[config.mk]
export PLATFORM = sky130hd
export DESIGN_NAME = nest_idx_counter
export DESIGN_NICKNAME = d
export VERILOG_FILES = /design/src/rtl/nic_pkg.sv /design/src/rtl/nic_level.sv /design/src/rtl/nest_idx_counter.sv
export SDC_FILE = /design/constraint.sdc
export NUM_CORES = 1
export LEC_CHECK = 0
export ABC_CLOCK_PERIOD_IN_PS = 8520
export BUFFER_PORTS_ARGS = -buffer_cell sky130_fd_sc_hd__buf_2
export CAP_MARGIN = 10
export CORE_UTILIZATION = 60
export CTS_CLUSTER_DIAMETER = 120
export DETAILED_ROUTE_END_ITERATION = 8
export MAX_ROUTING_LAYER = met4
export PLACE_DENSITY = 0.86
export SLEW_MARGIN = 0
export SYNTH_ARGS = -nofsm -noshare
export SYNTH_HDL_FRONTEND = slang
export SYNTH_SLANG_ARGS = --single-unit
[constraint.sdc]
create_clock -name clk -period 8.52 [get_ports clk]
set_input_delay 1.278 -clock clk [delete_from_list [all_inputs] [get_ports clk]]
set_output_delay 1.278 -clock clk [all_outputs]
set_load 0.01 [all_outputs]
[src/rtl/nic_pkg.sv]
package nic_pkg;
    localparam int NIC_LVLS   = 3;
    localparam int NIC_CNT_W  = 20;
    localparam int NIC_DATA_W = 16;
    // level 0 in the low word; stop is exclusive
    localparam logic [NIC_LVLS-1:0][31:0] NIC_DEF_START = {32'd0, 32'd0, 32'd0};
    localparam logic [NIC_LVLS-1:0][31:0] NIC_DEF_STOP  = {32'd88, 32'd100, 32'd2};
    localparam logic [NIC_LVLS-1:0][31:0] NIC_DEF_STEP  = {32'd1, 32'd1, 32'd1};
endpackage

[src/rtl/nic_level.sv]
module nic_level #(
    parameter int CNT_W = 20,
    parameter int START = 0,
    parameter int STOP  = 2,
    parameter int STEP  = 1
) (
    input  logic             clk,
    input  logic             rst_n,
    input  logic             adv_i,
    output logic [CNT_W-1:0] cnt_o,
    output logic             wrap_o
);
    localparam logic [CNT_W:0] START_X = (CNT_W+1)'(START);
    localparam logic [CNT_W:0] STOP_X  = (CNT_W+1)'(STOP);
    localparam logic [CNT_W:0] STEP_X  = (CNT_W+1)'(STEP);

    typedef struct packed {
        logic [CNT_W-1:0] cnt;
    } lvl_st_t;

    lvl_st_t        st_d, st_q;
    logic [CNT_W:0] sum_d;
    logic           wrap_d;

    always_comb begin
        st_d   = st_q;
        sum_d  = {1'b0, st_q.cnt} + STEP_X;
        wrap_d = adv_i && (sum_d >= STOP_X);
        if (adv_i) begin
            st_d.cnt = wrap_d ? START_X[CNT_W-1:0] : sum_d[CNT_W-1:0];
        end
    end

    always_ff @(posedge clk) begin
        if (!rst_n) st_q.cnt <= START_X[CNT_W-1:0];
        else        st_q     <= st_d;
    end

    assign cnt_o  = st_q.cnt;
    assign wrap_o = wrap_d;

    AST_CNT_BELOW_STOP: assert property (@(posedge clk) disable iff (!rst_n)
        ({1'b0, st_q.cnt} < STOP_X));
    AST_IDLE_HOLDS: assert property (@(posedge clk) disable iff (!rst_n)
        !adv_i |=> $stable(st_q.cnt));
    AST_WRAP_RESTARTS: assert property (@(posedge clk) disable iff (!rst_n)
        wrap_o |=> ({1'b0, st_q.cnt} == START_X));
    AST_STEP_ADVANCE: assert property (@(posedge clk) disable iff (!rst_n)
        (adv_i && !wrap_o) |=> ({1'b0, st_q.cnt} == {1'b0, $past(st_q.cnt)} + STEP_X));
endmodule

[src/rtl/nest_idx_counter.sv]
module nest_idx_counter #(
    parameter int LEVELS = nic_pkg::NIC_LVLS,
    parameter int CNT_W  = nic_pkg::NIC_CNT_W,
    parameter int DATA_W = nic_pkg::NIC_DATA_W,
    parameter logic [LEVELS-1:0][31:0] LVL_START = nic_pkg::NIC_DEF_START,
    parameter logic [LEVELS-1:0][31:0] LVL_STOP  = nic_pkg::NIC_DEF_STOP,
    parameter logic [LEVELS-1:0][31:0] LVL_STEP  = nic_pkg::NIC_DEF_STEP,
    localparam int IN_BITS  = $clog2(LVL_STOP[0]),
    localparam int OUT_BITS = $clog2(LVL_STOP[LEVELS-1]),
    localparam int ADDR_W   = IN_BITS + OUT_BITS
) (
    input  logic                    clk,
    input  logic                    rst_n,
    input  logic                    in_valid,
    input  logic [DATA_W-1:0]       in_data,
    output logic                    out_valid,
    output logic [DATA_W-1:0]       out_data,
    output logic [LEVELS*CNT_W-1:0] out_cnt,
    output logic [ADDR_W-1:0]       out_addr
);
    localparam int ADDR_LIMIT = (int'(LVL_STOP[LEVELS-1]) - 1) * (2 ** IN_BITS)
                              + int'(LVL_STOP[0]);

    typedef struct packed {
        logic                    valid;
        logic [DATA_W-1:0]       data;
        logic [LEVELS*CNT_W-1:0] cnt;
    } out_st_t;

    logic [LEVELS:0]         adv;
    logic [LEVELS-1:0]       wrap;
    logic [LEVELS*CNT_W-1:0] cur_cnt;
    out_st_t                 o_d, o_q;

    assign adv[0] = in_valid;

    for (genvar g = 0; g < LEVELS; g++) begin : g_lvl
        nic_level #(
            .CNT_W (CNT_W),
            .START (int'(LVL_START[g])),
            .STOP  (int'(LVL_STOP[g])),
            .STEP  (int'(LVL_STEP[g]))
        ) lvl_i (
            .clk    (clk),
            .rst_n  (rst_n),
            .adv_i  (adv[g]),
            .cnt_o  (cur_cnt[g*CNT_W +: CNT_W]),
            .wrap_o (wrap[g])
        );
        assign adv[g+1] = wrap[g];
    end

    always_comb begin
        o_d       = o_q;
        o_d.valid = in_valid;
        o_d.data  = in_data;
        if (in_valid) o_d.cnt = cur_cnt;
    end

    always_ff @(posedge clk) begin
        if (!rst_n) o_q <= '0;
        else        o_q <= o_d;
    end

    assign out_valid = o_q.valid;
    assign out_data  = o_q.data;
    assign out_cnt   = o_q.cnt;
    assign out_addr  = {o_q.cnt[(LEVELS-1)*CNT_W +: OUT_BITS], o_q.cnt[0 +: IN_BITS]};

    AST_VALID_FOLLOWS: assert property (@(posedge clk) disable iff (!rst_n)
        in_valid |=> out_valid);
    AST_IDLE_FOLLOWS: assert property (@(posedge clk) disable iff (!rst_n)
        !in_valid |=> !out_valid);
    AST_DATA_PASSES: assert property (@(posedge clk) disable iff (!rst_n)
        in_valid |=> (out_data == $past(in_data)));
    AST_ADDR_IN_RANGE: assert property (@(posedge clk) disable iff (!rst_n)
        out_valid |-> (int'(out_addr) < ADDR_LIMIT));
    AST_TAG_MATCHES: assert property (@(posedge clk) disable iff (!rst_n)
        in_valid |=> (out_cnt == $past(cur_cnt)));
endmodule

# ---- After elaboration in Yosys (flattened, before gate mapping)
# Cells that the tools add are included.
dict set report word_totals {
  input_bits 19
  reg_bits 137
  word_cells 18
  output_inout_bits 85
}
dict set report op_classes {
  n_reduce_logical 3
  n_addsub 3
  n_lt_le_gt_ge 3
  muxes 3
}
# operator n
set ops {}
lappend ops {{20-bit by 1-bit adder with 21-bit output, second input constant} 3}
lappend ops {{20-bit two-way mux} 3}
lappend ops {{21-bit by 7-bit >= comparator with 1-bit output, second input constant} 2}
lappend ops {{21-bit by 2-bit >= comparator with 1-bit output, second input constant} 1}
lappend ops {{1-bit logical AND} 3}

# ---- Logic depth before layout (Yosys ltp)
dict set report depth {
  word_depth 6
  mapped_depth 11
  ltp_nobuf 9
}

# ---- Cells and area by module
# A second synthesis with hierarchy kept.
dict set report hier_totals {
  cells_unflattened 636
  area_unflattened_um2 6381.1
}
# mod cells_each area_each_um2 seq_area_each_um2 instances
set by_module_without_submodules {}
lappend by_module_without_submodules {nest_idx_counter 237 2820.2 1541.5 1}
lappend by_module_without_submodules {{nic_level at g_lvl[2].lvl_i} 139 1290.0 400.4 1}
lappend by_module_without_submodules {{nic_level at g_lvl[1].lvl_i} 148 1262.5 400.4 1}
lappend by_module_without_submodules {{nic_level at g_lvl[0].lvl_i} 112 1008.5 400.4 1}

# ---- Worst setup path after synthesis
# No wires, ideal clock.
dict set report synth_timing {
  path_type {reg2reg}
  startpoint {reg g_lvl[2].lvl_i.st_q, in the netlist g_lvl[2].lvl_i.cnt_o[0]}
  endpoint {reg g_lvl[2].lvl_i.st_q, in the netlist g_lvl[2].lvl_i.cnt_o[3]}
  slack_ns 5.846
  period_less_slack_ns 2.674
  required_ns 8.450
  n_path_buf 0
  setup_time_ns 0.070
  path_stages_with_launch 10
  arrival_time_ns 2.604
  cell_sequence {dfxtp_1 > ha_1 > nand3_1 > o32a_1 > nor4_1 > o311a_2 > nand4_4 > or3_4 > or4_1 > a21boi_1}
}
dict set report synth_via {
  elab_chain_cells 4
}
# element line_no
set synth_lines {}
lappend synth_lines {{start, declared} nic_level.sv:21} ;# lvl_st_t st_d, st_q;
lappend synth_lines {{start signal, assigned} nic_level.sv:36} ;# else st_q <= st_d;
lappend synth_lines {{20-bit by 1-bit adder with 21-bit output (*)} nic_level.sv:27} ;# sum_d = {1'b0, st_q.cnt} + STEP_X;
lappend synth_lines {{21-bit by 7-bit >= comparator with 1-bit output} nic_level.sv:28} ;# wrap_d = adv_i && (sum_d >= STOP_X);
lappend synth_lines {{1-bit logical AND} nic_level.sv:28}
lappend synth_lines {{20-bit two-way mux (*)} nic_level.sv:30} ;# st_d.cnt = wrap_d ? START_X[CNT_W-1:0] : sum_d[CNT_W-1:0];
# Every way passes the cells marked *; elsewhere a longest branch is shown, timed or not.
# A chain may end at the register's enable or synchronous reset.

# ---- Worst setup path after layout
dict set report layout_timing {
  startpoint {reg g_lvl[1].lvl_i.st_q, in the netlist g_lvl[1].lvl_i.cnt_o[0]}
  endpoint {reg g_lvl[2].lvl_i.st_q, in the netlist g_lvl[2].lvl_i.cnt_o[3]}
}
dict set report layout_via {
  elab_chain_cells 5
}
# element line_no
set layout_lines {}
lappend layout_lines {{start, declared} nic_level.sv:21}
lappend layout_lines {{start signal, assigned} nic_level.sv:36}
lappend layout_lines {{20-bit by 1-bit adder with 21-bit output (*)} nic_level.sv:27}
lappend layout_lines {{21-bit by 7-bit >= comparator with 1-bit output (*)} nic_level.sv:28}
lappend layout_lines {{1-bit logical AND (*)} nic_level.sv:28}
lappend layout_lines {{1-bit logical AND} nic_level.sv:28}
lappend layout_lines {{20-bit two-way mux} nic_level.sv:30}
# Marked as above.

==> run summary <==
======================================================================================
Synth Area in Compound Gates ............................................      0.09784
Top cell type by total area after synthesis ............................. sky130_fd_sc_hd__dfxtp_1
Number of antenna violations at the first check in global routing .......            0
Final core utilization ..................................................       0.7268
Adder-cell share of the synthesized area ................................      0.01030
Hold/Removal Path Class ................................................. flop to flop
Share of cell area taken by muxes after synthesis .......................       0.1022
Vias in the first global route ..........................................         4487
TritonCTS clock tree ....................................................         done
Area growth syn-to-layout ...............................................       16.95%
Library cell contributing the largest single delay on the critical path . sky130_fd_sc_hd__dfxtp_1
Clock Tree Buf Depth ....................................................            2
Top-level I/O count .....................................................          104
Clock transition at path regs ...........................................      0.06 ns
Asr flop ratio synth ....................................................            0
Final design instance area without fill .................................    7104 um^2
Area of placed instances ................................................    6526 um^2
Placeable Area ..........................................................    9774 um^2
Critical setup path kind ................................................ flop to flop
Max Clk Rate ............................................................    305.6 MHz
I/O Buffers .............................................................          103
Number of nets in the finished design ...................................          721
Final setup slack of the worst path .....................................     5.248 ns
Total count of max-transition violations in the final report ............            0
Overall via count from detail_route .....................................         4840
Syn Std Cell Area .......................................................    6075 um^2
Sinks on Clock Net ......................................................          137
Final hold violations ...................................................            0
Grt total ovfl ..........................................................            0
DR WL/cell ..............................................................     15.04 um
Fraction of synthesized cell area in xor and xnor cells .................      0.01874
Min cycle time layout ...................................................     3.272 ns
Post-synth top flop ..................................................... sky130_fd_sc_hd__dfxtp_1
Crit path launch type ...................................................         flop
Number of standard cells in the layout, taps in and fillers out .........          843
Seq. cell area ..........................................................    2743 um^2
Maximum vdd drop ........................................................    0.1022 mV
Number of enable flip-flop cells after synthesis ........................            0
Status ..................................................................    completed
Critical Path Max Stage Delay ...........................................      0.51 ns
Yosys reg bits ..........................................................          137
Diodes inserted .........................................................            0
CP Capture Type .........................................................         flop
Count of cell types in the netlist ......................................           67
Largest net degree at the start of global routing .......................           95
TritonRoute pass-1 iters ................................................            5
Pwr Density ............................................................. 198.3 nW/um^2
RD Place Congestion .....................................................       0.8528
Number of DRC markers after the initial detailed-route iteration ........          208
Post-route clock period utilization .....................................       0.3840
Effective utilization at floorplan ......................................       0.6215
Lkg Pwr .................................................................     3.107 nW
Largest family of logic cells by synthesized area ....................... simple AND/OR/NAND/NOR gates
Biggest fanout along the worst timing path ..............................           24
Worst-margin pin slew ...................................................    0.9175 ns
Start point of the critical path ........................................ g_lvl[1].lvl_i.cnt_o[0]
Number of placed instances, taps included ...............................          811
Minimum setup slack after placement .....................................     5.369 ns
Beginning of the worst register-to-register path ........................ g_lvl[1].lvl_i.cnt_o[0]
Detail-routed via count per cell ........................................        5.741
Most common library cell in the layout ignoring fill and taps ........... sky130_fd_sc_hd__dfxtp_1
Setup_tns ...............................................................         0 ns
Part of the Yosys area used for sequential elements .....................       0.4515
Synth top area cells .................................................... sky130_fd_sc_hd__dfxtp_1 45%, sky130_fd_sc_hd__mux2i_1 10%, sky130_fd_sc_hd__nor2b_1 6.7%
Cells resized by post-CTS repair ........................................            0
Mean post-synth cell area ...............................................   9.735 um^2
Post-CTS setup buffer count .............................................            0
Detailed-route wire length ..............................................     12680 um
Total of warnings raised by yosys .......................................            0
Crit-path cells ......................................................... ha_1, nand4_2, or2_0, a2111oi_0, o221ai_1, nor4b_4, or2_4, o21ai_0, a21boi_1
Die Wd ..................................................................     102.6 um
Max-cap violation count .................................................            0
Number of buffers added to fix hold violations after cts ................            0
Area occupied by multi-input gates ......................................    3039 um^2
Critical path data required time ........................................      8.96 ns
Synth Instances .........................................................          624
Total setup violations reported at the end of the flow ..................            0
Clock Root Buffer ....................................................... sky130_fd_sc_hd__clkbuf_8
Total design power ......................................................     1.409 mW
Insertion delay of the later-clocked pin in the worst-skew pair .........      0.52 ns
Critical path arrival ...................................................      3.71 ns
Share of the synthesized area in the top cell type ......................       0.4515
Top library cells by usage in the layout, fill and taps aside ........... 137 x sky130_fd_sc_hd__dfxtp_1, 102 x sky130_fd_sc_hd__buf_2, 65 x sky130_fd_sc_hd__nor2b_1, 62 x sky130_fd_sc_hd__mux2i_1, 39 x sky130_fd_sc_hd__and2_1
Post-detailed-route count of antenna-violating nets .....................            0
Worst clock skew ........................................................  0.008767 ns
Unrepaired setup endpoints after global routing .........................           no
Number of buffers created by CTS ........................................           17
Smallest hold slack .....................................................    0.5137 ns
Fraction of final layout cells sized beyond drive strength 1 ............       0.2197
Row count ...............................................................           36
Placed wire-length estimate .............................................      8243 um
Worst Min Path Start ....................................................   out_cnt[8]
Die footprint ...........................................................   10530 um^2
Fillcell total ..........................................................          721
Max-Slew Margin vs Limit ................................................       0.3871
Post-Syn Nets ...........................................................          648
Slack of the worst reg-to-reg path ......................................      5.25 ns
Die Ht ..................................................................     102.6 um
Simple-gate portion of the synthesized area .............................       0.2713
DR DRC count ............................................................            0
Combined global-route utilization of all metal layers ...................       0.2577
Deepest level of the CTS H-tree .........................................            4
Wire length of the first global-routing pass ............................     20580 um
======================================================================================
where the power goes:
group	internal, mW	switching [mW]	total [mW]
Combinational	0.0240	0.0288	0.0528
Clock	0.427	0.278	0.705
Sequential	0.647	0.00433	0.651
Total	1.10	0.311	1.41
final timing paths:
| path | to | cells after the start |
|---|---|---|
| worst min-delay path | out_cnt[8] | 2 |
| worst max-delay path | g_lvl[2].lvl_i.cnt_o[3] | 9 |
| worst min register to register | out_cnt[8] | 2 |
| worst max register to register | g_lvl[2].lvl_i.cnt_o[3] | 9 |
layer usage:
metal  up-vias  track usage  share of wire
met5         -            -              0
met4         0       0.1220          0.015
met3        18      0.07186          0.056
met2       179       0.4154           0.48
met1      2285       0.2961           0.45
li1       2358            -              -
registers in the layout, indices dropped and copies added, names as in the netlist:
signal	count
g_lvl.lvl_i.cnt_o	60
out_cnt	60
out_data	16
out_valid	1
cells by family (layout without fill, tap and decap cells):
kind of cell | after synthesis | count (layout)
AO/OA/AOI/OAI | 80 | 80
XOR/XNOR | 13 | 13
adder cells (fa/ha/maj) | 5 | 5
buffers and inverters | 62 | 148
flip-flops | 137 | 137
multiplexers | 62 | 62
AND/OR/NAND/NOR | 265 | 265
cell usage after synthesis, drive strengths merged (4+ instances only):
| cell type | n |
|---|---|
| o21ai | 14 |
| nor2b | 65 |
| o211ai | 5 |
| and2 | 39 |
| nor3 | 9 |
| nor2 | 13 |
| and3 | 33 |
| a31oi | 5 |
| or3 | 6 |
| nand4 | 19 |
| and4 | 4 |
| o21a | 4 |
| nand3 | 20 |
| or2 | 5 |
| clkbuf | 24 |
| a21boi | 7 |
| dfxtp | 137 |
| inv | 10 |
| a21oi | 7 |
| xnor2 | 8 |
| nor3b | 6 |
| buf | 28 |
| mux2i | 62 |
| nor4 | 6 |
| a211o | 4 |
| xor2 | 5 |
| nand2 | 25 |
| or4 | 5 |
| ha | 5 |
area by class of cell:
class                           instances  area share
Tap cell                              133     0.02342
Sequential cell                       137      0.3861
Multi-Input combinational cell        425      0.4278
Timing Repair Buffer                  106     0.07608
Clock buffer                           19     0.06076
Inverter                               10    0.005284
Clock inverter                         13     0.02061
critical path: cells and delay by family (launching register included):
kind	cells	cell delay, ns
compound gates	4	0.93
fa+ha+maj	1	0.35
flops	1	0.51
simple gates	4	1.41
Note: power is estimated with default switching activity, not from simulation.
